===== src/rtl/fpv_pkg.sv =====
package fpv_pkg;
   typedef enum logic [1:0] {
      FPV_INIT   = 2'd0,
      FPV_VERIFY = 2'd1,
      FPV_OK     = 2'd2,
      FPV_FAIL   = 2'd3
   } fpv_state_e;
endpackage


===== src/rtl/fpv_time_sel.sv =====
module fpv_time_sel #(
   parameter int TIME_W   = 8,
   parameter int MAX_MS   = 128,
   parameter bit CLAMP_EN = 1'b1
) (
   input  logic [TIME_W-1:0] raw_i,
   output logic [TIME_W-1:0] eff_o
);
   localparam logic [TIME_W-1:0] MAX_V = TIME_W'(MAX_MS);
   localparam logic [TIME_W-1:0] ONE_V = TIME_W'(1);

   if (MAX_MS < 1 || MAX_MS >= (1 << TIME_W)) begin : g_bad_cfg
      $error("fpv_time_sel: MAX_MS must fit in TIME_W bits and be at least 1");
   end

   if (CLAMP_EN) begin : g_clamp
      always_comb begin
         if (raw_i == '0)        eff_o = ONE_V;
         else if (raw_i > MAX_V) eff_o = MAX_V;
         else                    eff_o = raw_i;
      end
   end else begin : g_pass
      always_comb begin
         eff_o = (raw_i == '0) ? ONE_V : raw_i;
      end
   end
endmodule


===== src/rtl/fpv_timer.sv =====
module fpv_timer #(
   parameter int TIME_W = 8
) (
   input  logic              clk,
   input  logic              rst_n,
   input  logic              arm_i,
   input  logic              stop_i,
   input  logic              tick_i,
   input  logic [TIME_W-1:0] len_i,
   output logic              expire_o
);
   logic              run_q;
   logic [TIME_W-1:0] cnt_q;
   logic [TIME_W-1:0] len_q;
   logic              at_end;

   assign at_end   = (cnt_q == (len_q - 1'b1));
   assign expire_o = run_q & tick_i & at_end;

   always_ff @(posedge clk or negedge rst_n) begin
      if (!rst_n) begin
         run_q <= 1'b0;
         cnt_q <= '0;
         len_q <= TIME_W'(1);
      end else if (arm_i) begin
         run_q <= 1'b1;
         cnt_q <= '0;
         len_q <= len_i;
      end else if (stop_i) begin
         run_q <= 1'b0;
      end else if (run_q && tick_i) begin
         if (at_end) run_q <= 1'b0;
         else        cnt_q <= cnt_q + 1'b1;
      end
   end
endmodule


===== src/rtl/fpv_attempts.sv =====
module fpv_attempts #(
   parameter int LIMIT = 3,
   parameter int CNT_W = 2
) (
   input  logic clk,
   input  logic rst_n,
   input  logic load_i,
   input  logic dec_i,
   output logic last_o
);
   logic [CNT_W-1:0] left_q;

   if (LIMIT < 1 || LIMIT >= (1 << CNT_W)) begin : g_bad_cfg
      $error("fpv_attempts: LIMIT must be at least 1 and fit in CNT_W bits");
   end

   assign last_o = (left_q <= CNT_W'(1));

   always_ff @(posedge clk or negedge rst_n) begin
      if (!rst_n)                 left_q <= CNT_W'(LIMIT);
      else if (load_i)            left_q <= CNT_W'(LIMIT);
      else if (dec_i && !last_o)  left_q <= left_q - 1'b1;
   end
endmodule


===== src/rtl/fpv_verify_ctrl.sv =====
module fpv_verify_ctrl #(
   parameter int TIME_W   = 8,
   parameter int MAX_MS   = 128,
   parameter int LIMIT    = 3,
   parameter bit CLAMP_EN = 1'b1
) (
   input  logic              clk,
   input  logic              rst_n,
   input  logic              apply_i,
   input  logic              disable_i,
   input  logic              resp_i,
   input  logic              ms_tick_i,
   input  logic [TIME_W-1:0] verify_ms_i,
   input  logic              send_ack_i,
   output logic              send_req_o,
   output logic [1:0]        status_o,
   output logic              preempt_en_o
);
   import fpv_pkg::*;

   localparam int CNT_W = $clog2(LIMIT + 1);

   fpv_state_e        state_q, state_d;
   logic              run_q, run_d;
   logic              en_q;
   logic [TIME_W-1:0] eff_ms;
   logic              expire;
   logic              arm, stop;
   logic              load_att, dec_att, last_att;

   fpv_time_sel #(.TIME_W(TIME_W), .MAX_MS(MAX_MS), .CLAMP_EN(CLAMP_EN)) u_sel (
      .raw_i (verify_ms_i),
      .eff_o (eff_ms)
   );

   fpv_timer #(.TIME_W(TIME_W)) u_tmr (
      .clk      (clk),
      .rst_n    (rst_n),
      .arm_i    (arm),
      .stop_i   (stop),
      .tick_i   (ms_tick_i),
      .len_i    (eff_ms),
      .expire_o (expire)
   );

   fpv_attempts #(.LIMIT(LIMIT), .CNT_W(CNT_W)) u_att (
      .clk    (clk),
      .rst_n  (rst_n),
      .load_i (load_att),
      .dec_i  (dec_att),
      .last_o (last_att)
   );

   // priority: disable, apply, response, timer expiry
   always_comb begin
      state_d  = state_q;
      run_d    = run_q;
      arm      = 1'b0;
      load_att = 1'b0;
      dec_att  = 1'b0;
      if (disable_i && state_q != FPV_FAIL) begin
         state_d = FPV_INIT;
         run_d   = 1'b0;
      end else if (disable_i) begin
         state_d = FPV_FAIL;
      end else if (apply_i) begin
         state_d  = FPV_INIT;
         run_d    = 1'b1;
         load_att = 1'b1;
      end else begin
         unique case (state_q)
            FPV_INIT: begin
               if (run_q && send_ack_i) begin
                  state_d = FPV_VERIFY;
                  arm     = 1'b1;
               end
            end
            FPV_VERIFY: begin
               if (resp_i) begin
                  state_d = FPV_OK;
               end else if (expire) begin
                  if (last_att) begin
                     state_d = FPV_FAIL;
                     run_d   = 1'b0;
                  end else begin
                     state_d = FPV_INIT;
                     dec_att = 1'b1;
                  end
               end
            end
            default: ;
         endcase
      end
   end

   assign stop = (state_q == FPV_VERIFY) && (state_d != FPV_VERIFY);

   always_ff @(posedge clk or negedge rst_n) begin
      if (!rst_n) begin
         state_q <= FPV_INIT;
         run_q   <= 1'b0;
         en_q    <= 1'b0;
      end else begin
         state_q <= state_d;
         run_q   <= run_d;
         en_q    <= (state_d == FPV_OK);
      end
   end

   assign send_req_o   = run_q && (state_q == FPV_INIT);
   assign status_o     = state_q;
   assign preempt_en_o = en_q;
endmodule


===== config.mk =====
export PLATFORM = sky130hd
export DESIGN_NAME = fpv_verify_ctrl
export DESIGN_NICKNAME = d
export VERILOG_FILES = /design/src/rtl/fpv_pkg.sv /design/src/rtl/fpv_time_sel.sv /design/src/rtl/fpv_timer.sv /design/src/rtl/fpv_attempts.sv /design/src/rtl/fpv_verify_ctrl.sv
export SDC_FILE = /design/constraint.sdc
export NUM_CORES = 1
export LEC_CHECK = 0
export ABC_AREA = 1
export BUFFER_PORTS_ARGS = -buffer_cell sky130_fd_sc_hd__buf_2
export CORE_MARGIN = 5
export CORE_UTILIZATION = 59
export CTS_BUF_LIST = sky130_fd_sc_hd__clkbuf_16
export DETAILED_ROUTE_END_ITERATION = 7
export GPL_ROUTABILITY_DRIVEN = 0
export PLACE_DENSITY = 0.92
export SLEW_MARGIN = 20
export SYNTH_ARGS = -nofsm -noshare
export SYNTH_HDL_FRONTEND = slang
export SYNTH_SLANG_ARGS = --single-unit

===== constraint.sdc =====
create_clock -name clk -period 4.7 [get_ports clk]
set_input_delay 0.705 -clock clk [delete_from_list [all_inputs] [get_ports clk]]
set_output_delay 0.705 -clock clk [all_outputs]
set_load 0.01 [all_outputs]

* Yosys cells after proc, flatten, opt, wreduce, memory -nomap -nowiden
Cells that the tools add are included.
** Storage, ports and cells
- Output and inout port bits :: 4
- Bits in registers :: 23
- Logic and storage cells :: 84
- Input bits :: 15
** Cells by class
- Order comparisons :: 2
- Mux-type cells :: 42
- Add/subtract/negate cells :: 3
- Equality and inequality tests :: 9
- Bitwise logic cells :: 2
- Reductions and logical operators :: 19
** Operators by type and width (number)
- $mux 8 :: 6
- $mux 1 :: 26
- $mux 2 :: 9
- $reduce_bool 3->1 :: 5
- $add 8x1->8 const B :: 1
- $eq 8x8->1 :: 1
- $gt 8x8->1 const B :: 1
- $logic_not 8->1 :: 1
- $sub 8x1->8 const B :: 1
- $logic_and 1x1->1 :: 6
- $ne 2x2->1 const B :: 3
- $reduce_and 5->1 :: 1
- $ne 2x1->1 const B :: 2
- $pmux 2 s2 :: 1
- $reduce_bool 2->1 :: 2
- $ne 3x2->1 const B :: 1
- $reduce_and 3->1 :: 1
- $and 1x1->1 :: 2
- $eq 2x1->1 const B :: 1
- $eq 2x2->1 const B :: 1
- $le 2x1->1 const B :: 1
- $logic_not 2->1 :: 1
- $reduce_and 2->1 :: 1
- $sub 2x1->2 const B :: 1
- $logic_not 1->1 :: 1

* Longest topological paths before layout
- Word-level depth :: 13
- Mapped depth :: 18
- Mapped depth without buffers :: 18

* Modules after synthesis
Synthesis repeated with hierarchy kept, for this count alone.
** Second synthesis, totals
- Cell total of the unflattened synthesis :: 256
- Area total of the unflattened synthesis :: 1641.6 µm²
** By module, submodules not included
- fpv_timer :: cells each 169, sequential area each 426.7 µm², area each 1144.8 µm², instances 1
- fpv_verify_ctrl :: cells each 46, sequential area each 100.1 µm², area each 272.8 µm², instances 1
- fpv_attempts :: cells each 17, sequential area each 52.6 µm², area each 131.4 µm², instances 1
- fpv_time_sel :: cells each 24, sequential area each 0.0 µm², area each 92.6 µm², instances 1

* Worst setup path after synthesis
Ideal clock, no wire load.
- Path kind :: reg2reg
- Start point :: reg u_tmr.len_q[0]
- End point :: reg u_tmr.cnt_q[2]
- Library setup time :: 0.117 ns
- Cell stages (with the launch flop) :: 19
- Setup slack :: 2.698 ns
- Clock period less this slack :: 2.002 ns
- Path buffers :: 0
- Arrival :: 1.885 ns
- Required time :: 4.583 ns
- Cell sequence :: dfstp_2 -> inv_1 -> ha_1 -> inv_1 -> nand2_1 -> nand2_1 -> nand2_1 -> nand2_1 -> inv_1 -> nand3_1 -> nor2_2 -> nand3_2 -> nand2_2 -> a21oi_2 -> nand4_2 -> nand2_4 -> nand2_4 -> nand2_1 -> nand2_1
** Between the ends
- Longest elaborated chain between the ends :: 13
- Elaborated cells on any way between the ends :: 14
- Those cells by class :: 1 x add/sub; 4 x eq/ne; 6 x mux; 1 x bitwise; 2 x reduce/logical
** RTL lines
- start: declaration :: RTL line fpv_timer.sv:14 : logic [TIME_W-1:0] len_q;
- start signal: assignment :: RTL line fpv_timer.sv:28 : len_q <= len_i;
- $sub 8x1->8 * :: RTL line fpv_timer.sv:17 : assign at_end = (cnt_q == (len_q - 1'b1));
- $eq 8x8->1 * :: RTL line fpv_timer.sv:17
- $and 1x1->1 :: RTL line fpv_timer.sv:18 : assign expire_o = run_q & tick_i & at_end;
- $mux 2 :: RTL line fpv_verify_ctrl.sv:81 : end else if (expire) begin
- $mux 2 :: RTL line fpv_verify_ctrl.sv:79 : if (resp_i) begin
- $pmux 2 s2 :: RTL line fpv_verify_ctrl.sv:71 : unique case (state_q)
- $mux 2 :: RTL line fpv_verify_ctrl.sv:66 : end else if (apply_i) begin
- $mux 2 :: RTL line fpv_verify_ctrl.sv:64 : end else if (disable_i) begin
- $mux 2 :: RTL line fpv_verify_ctrl.sv:61 : if (disable_i && state_q != FPV_FAIL) begin
- $ne 2x1->1 :: RTL line fpv_verify_ctrl.sv:96 : assign stop = (state_q == FPV_VERIFY) && (state_d != FPV_VERIFY);
- $logic_and 1x1->1 :: RTL line fpv_verify_ctrl.sv:96
- $ne 2x2->1 (no source line)
- $reduce_and 3->1 (no source line) *
- end signal: assignment :: RTL line fpv_timer.sv:33 : else cnt_q <= cnt_q + 1'b1;
- end: declaration :: RTL line fpv_timer.sv:13 : logic [TIME_W-1:0] cnt_q;
Mark *: on every way between the ends. The rest lies on a longest branch, timed or not.
A chain may end at the register's enable or synchronous reset.

* Worst setup path in the final report
Ends and elaborated chain as after synthesis.

==> metrics.txt <==
clock buffer depth=2; post-synth net total=253; Avg Vias per Cell=5.30; asr flop ratio synth=1.00; Final setup viols=0; Syn Std Cell Area=1590 sq um; # hold bufs at CTS=0; antenna violations before repair=0; Combinational Power Share=0.368; internal power=0.000458 W; routed len/inst=12.1 um; diode count=0; static leakage=0.988 nW; CTS HTree Levels=1; TNS Setup=0 ns; Most used DFF post-synth=dfrtp_1; ranking of synthesized cells by area=dfrtp_1, nand2_1, inv_1; Synth Register Bits=23; fin crit share=0.486; Reg power frac=0.385; PwrDens=416 nW/um^2; Port Buf Inserts=18; All-Layer GR Usage=0.208; maximum vdd drop=0.000295 V; Slew HR=0.611; minimum clock period=2.28 ns; Post-CTS Resized=0; total CTS buffers=3; DP HPWL=2650 um; crit path launch type=register; largest net degree at the start of global routing=24; Post-Synthesis Cells=235; Ports=19; FF+latch area=579 sq um; width of the die=61.9 um; fillcell total=208; DRC Markers=0; first-pass GRT wire length=5910 um; Initial Utilization=0.630; RSZ-0062 raised after global routing=false; DRT antenna net count=0; number of iterations in the first detailed-routing pass=4; fin nets=275; total clock sinks=23; Fin Hold WS=0.411 ns; Worst Setup End Kind=register; Tot Pwr=0.000746 W; CTS tree=done; layout cells sized above 1=0.164; Yosys cell types=30; die area=3830 sq um; chip height=61.9 um; Final Hold Fails=0; Yosys top cell area share=0.315; count leader, synth=nand2_1; # Post-CTS Setup Buffers=0; clock-pin slew on the worst setup and hold paths=0.06 ns; run status=complete, no violations; critical path type=register to register; switching share of total power=0.386; reg2reg path depth=18; Routed Wire Length=3460 um; fmax=438 MHz; reg2reg end=u_tmr.cnt_q[2]; sequential area share after synthesis=0.365; Clock Power Share=0.248; Worst R2R Setup Slack=2.42 ns; switching power total=0.000288 W; synth cell count leaders=nand2_1, inv_1, nand3_1, nor2_1, dfrtp_1; CTS root buffer=clkbuf_16; Hold Path Class=input pin to asynchronous set/reset pin; Max Cap Violations=0; total core area=2520 sq um; EDFF count, synth=0; worst-skew pair later-pin latency=0.26 ns; fin. max-slew vios=0; clk_skew=0.00546 ns; area grow syn2layout=12.8%; CP arrival=2.43 ns; Initial DRC Count=58; post-synthesis average cell area=6.76 sq um; number of global-route vias before repair=1452; required time of the critical path=4.85 ns; footprint of the multi-input gates=860 sq um; row cnt=18; vias=1516; Critical R2R Launch=u_tmr.len_q[0]; Max FO, Critical Path=10; Yosys warnings=0; total grt overflow=0; worst slew pin tran=0.582 ns; Synth area leader=dfrtp_1
power groups by stage:
stage	logic, W	clock network (W)	registers (W)
detailed placement	0.000267	0	0.000289
global placement	0.000258	0	0.000289
finish	0.000275	0.000185	0.000287
CTS	0.000273	0.000189	0.000285
floorplan	0.000215	0	0.000275
global route	0.000318	0.000198	0.000293
stage by stage:
step	setup WS, ns	instance area [sq um]	cells	utilization
after detailed placement	2.26	1710	282	0.679
after floorplan	2.70	1590	235	-
after global placement	2.34	1710	282	0.679
after global routing	2.23	1790	286	0.711
final	2.42	1790	286	0.711
after CTS	2.42	1790	286	0.711
state kept, by name, indices dropped and copies added, names as in the netlist:
register	cells
u_att.left_q	2
run_q	1
u_tmr.len_q	8
status_o	2
u_tmr.cnt_q	8
u_tmr.run_q	1
preempt_en_o	1
worst max-delay path by stage:
stage                         from             end  cells after the start
floorplan           u_tmr.len_q[0]  u_tmr.cnt_q[2]                     18
global placement         disable_i  u_tmr.len_q[7]                      8
detailed placement       disable_i  u_tmr.len_q[7]                      8
CTS                 u_tmr.len_q[0]  u_tmr.cnt_q[2]                     18
global route        u_tmr.len_q[0]  u_tmr.cnt_q[1]                     18
finish              u_tmr.len_q[0]  u_tmr.cnt_q[2]                     18
critical path, stage by stage, from the launching register on:
cell and delay [ns]:
dfstp_2 0.54, inv_1 0.10, ha_1 0.28, inv_1 0.08, nand2_1 0.07, nand2_1 0.06, nand2_1 0.05, nand2_1 0.06
inv_1 0.03, nand3_1 0.07, nor2_2 0.06, nand3_2 0.09, nand2_2 0.05, a21oi_2 0.15, nand4_2 0.11, nand2_4 0.15
nand2_4 0.10, nand2_1 0.09, nand2_1 0.05
cell usage in the layout (no fill, tap or decap), types with 4 or more instances in the layout:
cell type	count
inv_1	38
nand2_1	76
xor2_1	5
buf_2	18
o21ai_0	9
nor2_2	4
nor2_1	21
dfrtp_1	20
nand3_1	22
logic make-up (layout without fill, tap and decap cells):
group                    Yosys count  in the layout  synth area share
AO/OA/AOI/OAI                     20             20            0.0748
adder cells (fa/ha/maj)            3              3            0.0236
XOR/XNOR                           7              7            0.0386
flip-flops                        23             23             0.365
buffers and inverters             40             61            0.0945
AND/OR/NAND/NOR                  142            142             0.404
final cells by class:
cell class                 count  share of cell area
multi-input combinational    172               0.479
sequential                    23               0.323
inverter                      39              0.0816
timing repair buffer          18              0.0502
clock buffer                   3              0.0419
tap                           30              0.0209
clock inverter                 1             0.00279
per-layer routing:
metal	vias to the layer above	wire [um]	GRT usage
met1	691	1540	0.263
met3	5	186	0.0372
met4	0	43	0.0758
met2	38	1690	0.356
li1	782	-	-
met5	-	0	0
(Power assumes the default switching activity.)
